[src/rtl/spi_ctl_pkg.sv]
package spi_ctl_pkg;
  localparam int unsigned ADDR_W = 16;
  localparam logic [ADDR_W-1:0] CLK_ADDR = 16'h4000;
  localparam logic [ADDR_W-1:0] PLL_ADDR = 16'h4002;
  localparam logic [ADDR_W-1:0] GEN_BASE = 16'h4008;
  localparam int unsigned PLL_BYTES = 6;
  localparam int unsigned IDX_W = $clog2(PLL_BYTES);

  typedef enum logic [1:0] {PH_CMD, PH_ADRH, PH_ADRL, PH_DATA} phase_t;

  // strobe bundle from the serial sequencer to the register bank
  typedef struct packed {
    logic              wrEn;
    logic [ADDR_W-1:0] addr;
    logic [IDX_W-1:0]  idx;
    logic [7:0]        data;
  } wr_strobe_t;

  // index of the final byte of the word at address a
  function automatic logic [IDX_W-1:0] lastIdx(input logic [ADDR_W-1:0] a);
    return (a == PLL_ADDR) ? IDX_W'(PLL_BYTES - 1) : '0;
  endfunction
endpackage

[src/rtl/spi_ctl_seq.sv]
module spi_ctl_seq
  import spi_ctl_pkg::*;
(
  input  logic              clk,
  input  logic              rstN,
  input  logic              spiClk,
  input  logic              spiLatchN,
  input  logic              spiMosi,
  input  logic [7:0]        rdByte,
  output wr_strobe_t        wrStb,
  output logic [ADDR_W-1:0] rdAddr,
  output logic [IDX_W-1:0]  rdIdx,
  output logic              misoData,
  output logic              misoEn
);
  logic [2:0] sclkSync;
  logic [1:0] latSync, mosiSync;

  always_ff @(posedge clk or negedge rstN) begin
    if (!rstN) begin
      sclkSync <= '0;
      latSync  <= 2'b11;
      mosiSync <= '0;
    end else begin
      sclkSync <= {sclkSync[1:0], spiClk};
      latSync  <= {latSync[0], spiLatchN};
      mosiSync <= {mosiSync[0], spiMosi};
    end
  end

  logic sclkRise, sclkFall, frameOn;
  assign sclkRise = sclkSync[1] & ~sclkSync[2];
  assign sclkFall = ~sclkSync[1] & sclkSync[2];
  assign frameOn  = ~latSync[1];

  phase_t            phase;
  logic [2:0]        bitCnt;
  logic [7:0]        rxSh, txSh, rxNext;
  logic              isRead;
  logic [ADDR_W-1:0] addr;
  logic [IDX_W-1:0]  idx;

  assign rxNext = {rxSh[6:0], mosiSync[1]};

  always_ff @(posedge clk or negedge rstN) begin
    if (!rstN) begin
      phase  <= PH_CMD;
      bitCnt <= '0;
      rxSh   <= '0;
      txSh   <= '0;
      isRead <= 1'b0;
      addr   <= '0;
      idx    <= '0;
      wrStb  <= '0;
    end else begin
      wrStb.wrEn <= 1'b0;
      if (!frameOn) begin
        phase  <= PH_CMD;
        bitCnt <= '0;
        rxSh   <= '0;
        txSh   <= '0;
        isRead <= 1'b0;
        idx    <= '0;
      end else if (sclkRise) begin
        rxSh   <= rxNext;
        bitCnt <= bitCnt + 3'd1;
        if (bitCnt == 3'd7) begin
          unique case (phase)
            PH_CMD:  begin isRead <= rxNext[0]; phase <= PH_ADRH; end
            PH_ADRH: begin addr[15:8] <= rxNext; phase <= PH_ADRL; end
            PH_ADRL: begin addr[7:0] <= rxNext; idx <= '0; phase <= PH_DATA; end
            default: begin
              if (!isRead) begin
                wrStb.wrEn <= 1'b1;
                wrStb.addr <= addr;
                wrStb.idx  <= idx;
                wrStb.data <= rxNext;
              end
              if (idx == lastIdx(addr)) begin
                idx  <= '0;
                addr <= addr + 1'b1;
              end else begin
                idx <= idx + 1'b1;
              end
            end
          endcase
        end
      end else if (sclkFall && phase == PH_DATA && isRead) begin
        txSh <= (bitCnt == 3'd0) ? rdByte : {txSh[6:0], 1'b0};
      end
    end
  end

  assign rdAddr   = addr;
  assign rdIdx    = idx;
  assign misoData = txSh[7];
  assign misoEn   = ~spiLatchN & isRead & (phase == PH_DATA);
endmodule

[src/rtl/spi_reg_bank.sv]
module spi_reg_bank
  import spi_ctl_pkg::*;
#(
  parameter int unsigned GEN_COUNT = 4
) (
  input  logic                   clk,
  input  logic                   rstN,
  input  wr_strobe_t             wrStb,
  input  logic                   pllLocked,
  input  logic [ADDR_W-1:0]      rdAddr,
  input  logic [IDX_W-1:0]       rdIdx,
  output logic [7:0]             rdByte,
  output logic [3:0]             clkCtrl,
  output logic [15:0]            pllM,
  output logic [15:0]            pllN,
  output logic [6:0]             pllCfg,
  output logic                   pllEn,
  output logic [8*GEN_COUNT-1:0] genRegs
);
  localparam int unsigned STAGE_N = 4;

  logic [7:0] stage [STAGE_N];
  logic [6:0] cfgStage;
  logic       gateOpen;

  assign gateOpen = clkCtrl[0] & pllLocked;

  always_ff @(posedge clk or negedge rstN) begin
    if (!rstN) begin
      clkCtrl  <= '0;
      pllM     <= '0;
      pllN     <= '0;
      pllCfg   <= '0;
      pllEn    <= 1'b0;
      cfgStage <= '0;
      for (int i = 0; i < STAGE_N; i++) stage[i] <= '0;
    end else if (wrStb.wrEn) begin
      if (wrStb.addr == CLK_ADDR) clkCtrl <= wrStb.data[3:0];
      if (wrStb.addr == PLL_ADDR) begin
        if (wrStb.idx < IDX_W'(STAGE_N)) stage[wrStb.idx[1:0]] <= wrStb.data;
        else if (wrStb.idx == IDX_W'(STAGE_N)) cfgStage <= wrStb.data[6:0];
        else begin
          pllM   <= {stage[0], stage[1]};
          pllN   <= {stage[2], stage[3]};
          pllCfg <= cfgStage;
          pllEn  <= wrStb.data[0];
        end
      end
    end
  end

  for (genvar g = 0; g < GEN_COUNT; g++) begin : g_gen
    always_ff @(posedge clk or negedge rstN) begin
      if (!rstN) genRegs[8*g +: 8] <= '0;
      else if (wrStb.wrEn && gateOpen && wrStb.addr == GEN_BASE + ADDR_W'(g))
        genRegs[8*g +: 8] <= wrStb.data;
    end
  end

  always_comb begin
    rdByte = '0;
    if (rdAddr == CLK_ADDR) rdByte = {4'b0, clkCtrl};
    else if (rdAddr == PLL_ADDR) begin
      unique case (rdIdx)
        3'd0:    rdByte = pllM[15:8];
        3'd1:    rdByte = pllM[7:0];
        3'd2:    rdByte = pllN[15:8];
        3'd3:    rdByte = pllN[7:0];
        3'd4:    rdByte = {1'b0, pllCfg};
        default: rdByte = {6'b0, pllLocked, pllEn};
      endcase
    end else begin
      for (int g = 0; g < GEN_COUNT; g++)
        if (gateOpen && rdAddr == GEN_BASE + ADDR_W'(g)) rdByte = genRegs[8*g +: 8];
    end
  end
endmodule

[src/rtl/spi_ctl_port.sv]
module spi_ctl_port
  import spi_ctl_pkg::*;
#(
  parameter int unsigned GEN_COUNT = 4
) (
  input  logic                   clk,
  input  logic                   rstN,
  input  logic                   spiClk,
  input  logic                   spiLatchN,
  input  logic                   spiMosi,
  output logic                   spiMisoData,
  output logic                   spiMisoEn,
  input  logic                   pllLocked,
  output logic [3:0]             clkCtrl,
  output logic [15:0]            pllM,
  output logic [15:0]            pllN,
  output logic [6:0]             pllCfg,
  output logic                   pllEn,
  output logic [8*GEN_COUNT-1:0] genRegs
);
  wr_strobe_t        wrStb;
  logic [ADDR_W-1:0] rdAddr;
  logic [IDX_W-1:0]  rdIdx;
  logic [7:0]        rdByte;

  spi_ctl_seq seq_i (
    .clk(clk), .rstN(rstN), .spiClk(spiClk), .spiLatchN(spiLatchN), .spiMosi(spiMosi),
    .rdByte(rdByte), .wrStb(wrStb), .rdAddr(rdAddr), .rdIdx(rdIdx),
    .misoData(spiMisoData), .misoEn(spiMisoEn)
  );

  spi_reg_bank #(.GEN_COUNT(GEN_COUNT)) bank_i (
    .clk(clk), .rstN(rstN), .wrStb(wrStb), .pllLocked(pllLocked),
    .rdAddr(rdAddr), .rdIdx(rdIdx), .rdByte(rdByte),
    .clkCtrl(clkCtrl), .pllM(pllM), .pllN(pllN), .pllCfg(pllCfg), .pllEn(pllEn),
    .genRegs(genRegs)
  );
endmodule

[config.mk]
export PLATFORM = sky130hd
export DESIGN_NAME = spi_ctl_port
export DESIGN_NICKNAME = d
export VERILOG_FILES = /design/src/rtl/spi_ctl_pkg.sv /design/src/rtl/spi_ctl_seq.sv /design/src/rtl/spi_reg_bank.sv /design/src/rtl/spi_ctl_port.sv
export SDC_FILE = /design/constraint.sdc
export NUM_CORES = 1
export LEC_CHECK = 0
export ABC_CLOCK_PERIOD_IN_PS = 7600
export BUFFER_PORTS_ARGS = -buffer_cell sky130_fd_sc_hd__buf_2
export CORE_ASPECT_RATIO = 1.25
export CORE_UTILIZATION = 40
export CTS_CLUSTER_DIAMETER = 200
export DETAILED_ROUTE_END_ITERATION = 10
export PLACE_DENSITY_LB_ADDON = 0.15
export SYNTH_ARGS = -nofsm -noshare
export SYNTH_HDL_FRONTEND = slang
export SYNTH_SLANG_ARGS = --single-unit
[constraint.sdc]
create_clock -name clk -period 7.6 [get_ports clk]
set_input_delay 2.28 -clock clk [delete_from_list [all_inputs] [get_ports clk]]
set_output_delay 2.28 -clock clk [all_outputs]
set_load 0.03 [all_outputs]
==> impl_metrics.env <==
export IMPL_powerDensity_nw_per_um2=197
export IMPL_portBuffers=83
export IMPL_worst_pin_slew_ns=0.990
export IMPL_synthToLayoutAreaGrowth_pct=13.9
export IMPL_cts_root_buf="clkbuf_16"
export IMPL_use_met1_pct=27.7
export IMPL_core_um2=21500
export IMPL_cpPeakStageDelay_ns=0.19
export IMPL_worstHoldPathType="flop to flop"
export IMPL_routed_wl_um=23000
export IMPL_run_status="completed"
export IMPL_p_switching_uw=498
export IMPL_dieArea_um2=22500
export IMPL_ant_nets=0
export IMPL_post_cts_buffers=0
export IMPL_drcViolationCount=0
export IMPL_holdBufCountCts=0
export IMPL_fin_setup_tns_ns=0
export IMPL_synth_edf_count=0
export IMPL_n_fill_cell=1989
export IMPL_die_h_um=168
export IMPL_gp_congestion=0.850
export IMPL_rsz0062_at_grt="false"
export IMPL_numCtsBuffers=17
export IMPL_dp_hpwl_um=16100
export IMPL_antenna_cells=0
export IMPL_synth_fp_nets=781
export IMPL_worst_endpoint_arrival_ns=2.66
export IMPL_viasPerCell=5.70
export IMPL_cp_common_cell="buf_2"
export IMPL_grt_usage_pct=21.5
export IMPL_yosysWarnings=0
export IMPL_end_kind="output pin"
export IMPL_cts_tree="built"
export IMPL_final_cell_mix="188 x dfrtp_1, 111 x nand2_1, 104 x mux2_2"
export IMPL_grt_use_met2_pct=36.6
export IMPL_synthCells=758
export IMPL_setup_worst_path_class="input port to output pin"
export IMPL_num_vias=6315
export IMPL_path_cells="buf_2, nor2_1, buf_2"
export IMPL_top_usage_layer="met2"
export IMPL_worstSetupStartpointType="input port"
export IMPL_mostFrequentLayoutCell="dfrtp_1"
export IMPL_peakVddDrop_uv=145
export IMPL_rows=60
export IMPL_clock_latency_ns=0.44
export IMPL_cp_max_fo=2
export IMPL_relSlewSlack_pct=32.1
export IMPL_fin_crit_ns=4.94
export IMPL_grt_pass1_vias=6324
export IMPL_htreeDepth=4
export IMPL_min_from="seq_i.mosiSync[0]"
export IMPL_yosysSeqAreaShare_pct=54.2
export IMPL_setup_viol=0
export IMPL_syn_avg_cell_area_um2=11.6
export IMPL_hold_violations=0
export IMPL_combPwrFrac_pct=1.7
export IMPL_max_freq_mhz=202
export IMPL_overflow=0
export IMPL_grt_max_degree=91
export IMPL_r2r_slack_ns=3.77
export IMPL_synth_main_ff_cell="dfrtp_1"
export IMPL_cts_buffer_depth=2
export IMPL_grt_first_pass_wirelength_um=36800
export IMPL_skew_ns=0.0121
export IMPL_holdWs_ns=0.358
export IMPL_path_clk_slew_ns=0.08
export IMPL_seqPwrFrac_pct=51.7
export IMPL_ios=84
export IMPL_clkPwrFrac_pct=46.6
export IMPL_timing_rr_start="seq_i.rdAddr[0]"
export IMPL_netlist_area_um2=8770
export IMPL_drt_initial_drc_count=503
export IMPL_initial_utilization_pct=40.7
export IMPL_die_width_um=134
export IMPL_slew_viol_final=0
export IMPL_drv_cap=0
export IMPL_power_internal_mw=1.47
export IMPL_cts_resized=0
export IMPL_fin_crit_sh_pct=65.1
export IMPL_nets=839
export IMPL_reg2reg_depth=7
export IMPL_p_leak_nw=4.91
export IMPL_r2r_end="seq_i.rdAddr[1]"
export IMPL_cts_num_sinks=190
export IMPL_async_reset_ff_share_pct=100
export IMPL_ys_ff_latch=190
export IMPL_worst_ep_required_time_ns=5.32
export IMPL_dr_pass1_iters=6
export IMPL_synth_cell_types=66
export IMPL_grt_antenna_before_repair=0
export IMPL_wl_per_cell_um=20.7
export IMPL_swShare_pct=25.3
export IMPL_hold_path_end="seq_i.mosiSync[1]"
export IMPL_whs_path_depth=0
export IMPL_worst_path_max_delay_cell="buf_2"
export IMPL_grt_use_met3_pct=3.60
export IMPL_drive_gt1_share_pct=30.3
[cell usage after synthesis (5+ instances only)]
library cell	number	share of area, %
inv_1	18	0.77
nor2_1	30	1.3
nand3_1	22	1.3
a221o_1	6	0.68
mux2_2	104	13
o31ai_1	9	0.77
a222oi_1	8	0.91
nor2b_1	8	0.57
o21ai_0	28	1.6
nor3_1	11	0.63
nor4_1	5	0.36
clkbuf_1	33	1.4
ha_1	17	2.4
a32oi_1	5	0.50
a211oi_1	8	0.68
a22oi_1	12	1.0
buf_2	6	0.34
nand2b_1	6	0.43
and3_1	5	0.36
nand2_1	111	4.8
mux2_4	8	1.4
dfrtp_1	188	54
buf_1	6	0.26
a21oi_1	20	1.1
[sequential cells by signal (all words and copies together) (netlist names), 3 cells and up]
| register | flops |
|---|---|
| bank_i.cfgStage | 7 |
| seq_i.txSh | 8 |
| seq_i.rxSh | 7 |
| bank_i.pllM | 16 |
| seq_i.wrStb | 28 |
| seq_i.rdIdx | 3 |
| seq_i.bitCnt | 3 |
| bank_i.genRegs | 32 |
| bank_i.pllN | 16 |
| bank_i.clkCtrl | 4 |
| seq_i.rdAddr | 16 |
| bank_i.pllCfg | 7 |
| bank_i.stage | 32 |
| seq_i.sclkSync | 3 |
[metrics by stage]
stage	setup slack [ns]	cell area [um2]	util, %	total power [mW]	std cells
after global placement	2.65	9370	43.5	1.07	1076
after detailed placement	2.66	9370	43.5	1.07	1076
after CTS	2.65	9990	46.4	1.99	1108
after floorplan	2.63	8770	-	1.05	758
final	2.66	9990	46.4	1.97	1108
after global routing	2.65	9990	46.4	2.04	1108
[cells by family (layout without fill, tap and decap cells)]
kind of cell | after synthesis | count (layout) | synth area share (%)
buffers and inverters | 66 | 137 | 3.17
and+or+nand+nor | 238 | 238 | 14.1
muxes | 117 | 117 | 15.3
DFF | 190 | 190 | 54.2
adders and majority gates | 17 | 17 | 2.43
xor gates and xnor gates | 1 | 1 | 0.0999
AOI/OAI and AO/OA | 129 | 129 | 10.7
[how the worst max path moves through the flow]
stage,slack [ns],to,start
final,2.66,spiMisoEn,spiLatchN
after global routing,2.65,spiMisoEn,spiLatchN
after CTS,2.65,spiMisoEn,spiLatchN
after detailed placement,2.66,spiMisoEn,spiLatchN
after global placement,2.65,spiMisoEn,spiLatchN
after floorplan,2.63,spiMisoEn,spiLatchN
[worst max-delay path, delay by kind of cell]
kind | cells | cell delay (ns)
and+or+nand+nor | 1 | 0.09
buffers and inverters | 2 | 0.29
[power by group through the flow]
stage / sequential, mW / combinational, mW / clock [mW]
4_1_cts: 1.02 / 0.0360 / 0.937
2_1_floorplan: 1.04 / 0.0102 / 0
3_5_place_dp: 1.04 / 0.0360 / 0
5_1_grt: 1.02 / 0.0401 / 0.984
6_report: 1.02 / 0.0341 / 0.918
3_3_place_gp: 1.04 / 0.0346 / 0
[per-layer routing]
metal,up-vias,wire length [um]
li1,2856,-
met3,39,862
met1,3252,9810
met5,-,0
met2,168,11700
met4,0,557
[layout make-up]
cell class / instances / area [um2] / area share (%)
inverter: 18 / 67.6 / 0.676
clock inverter: 15 / 194 / 1.94
timing repair buffer: 87 / 454 / 4.55
multi-input combinational: 502 / 3740 / 37.5
tap: 279 / 349 / 3.49
sequential: 190 / 4760 / 47.6
clock buffer: 17 / 425 / 4.26
Note: power is estimated with default switching activity, not from simulation.
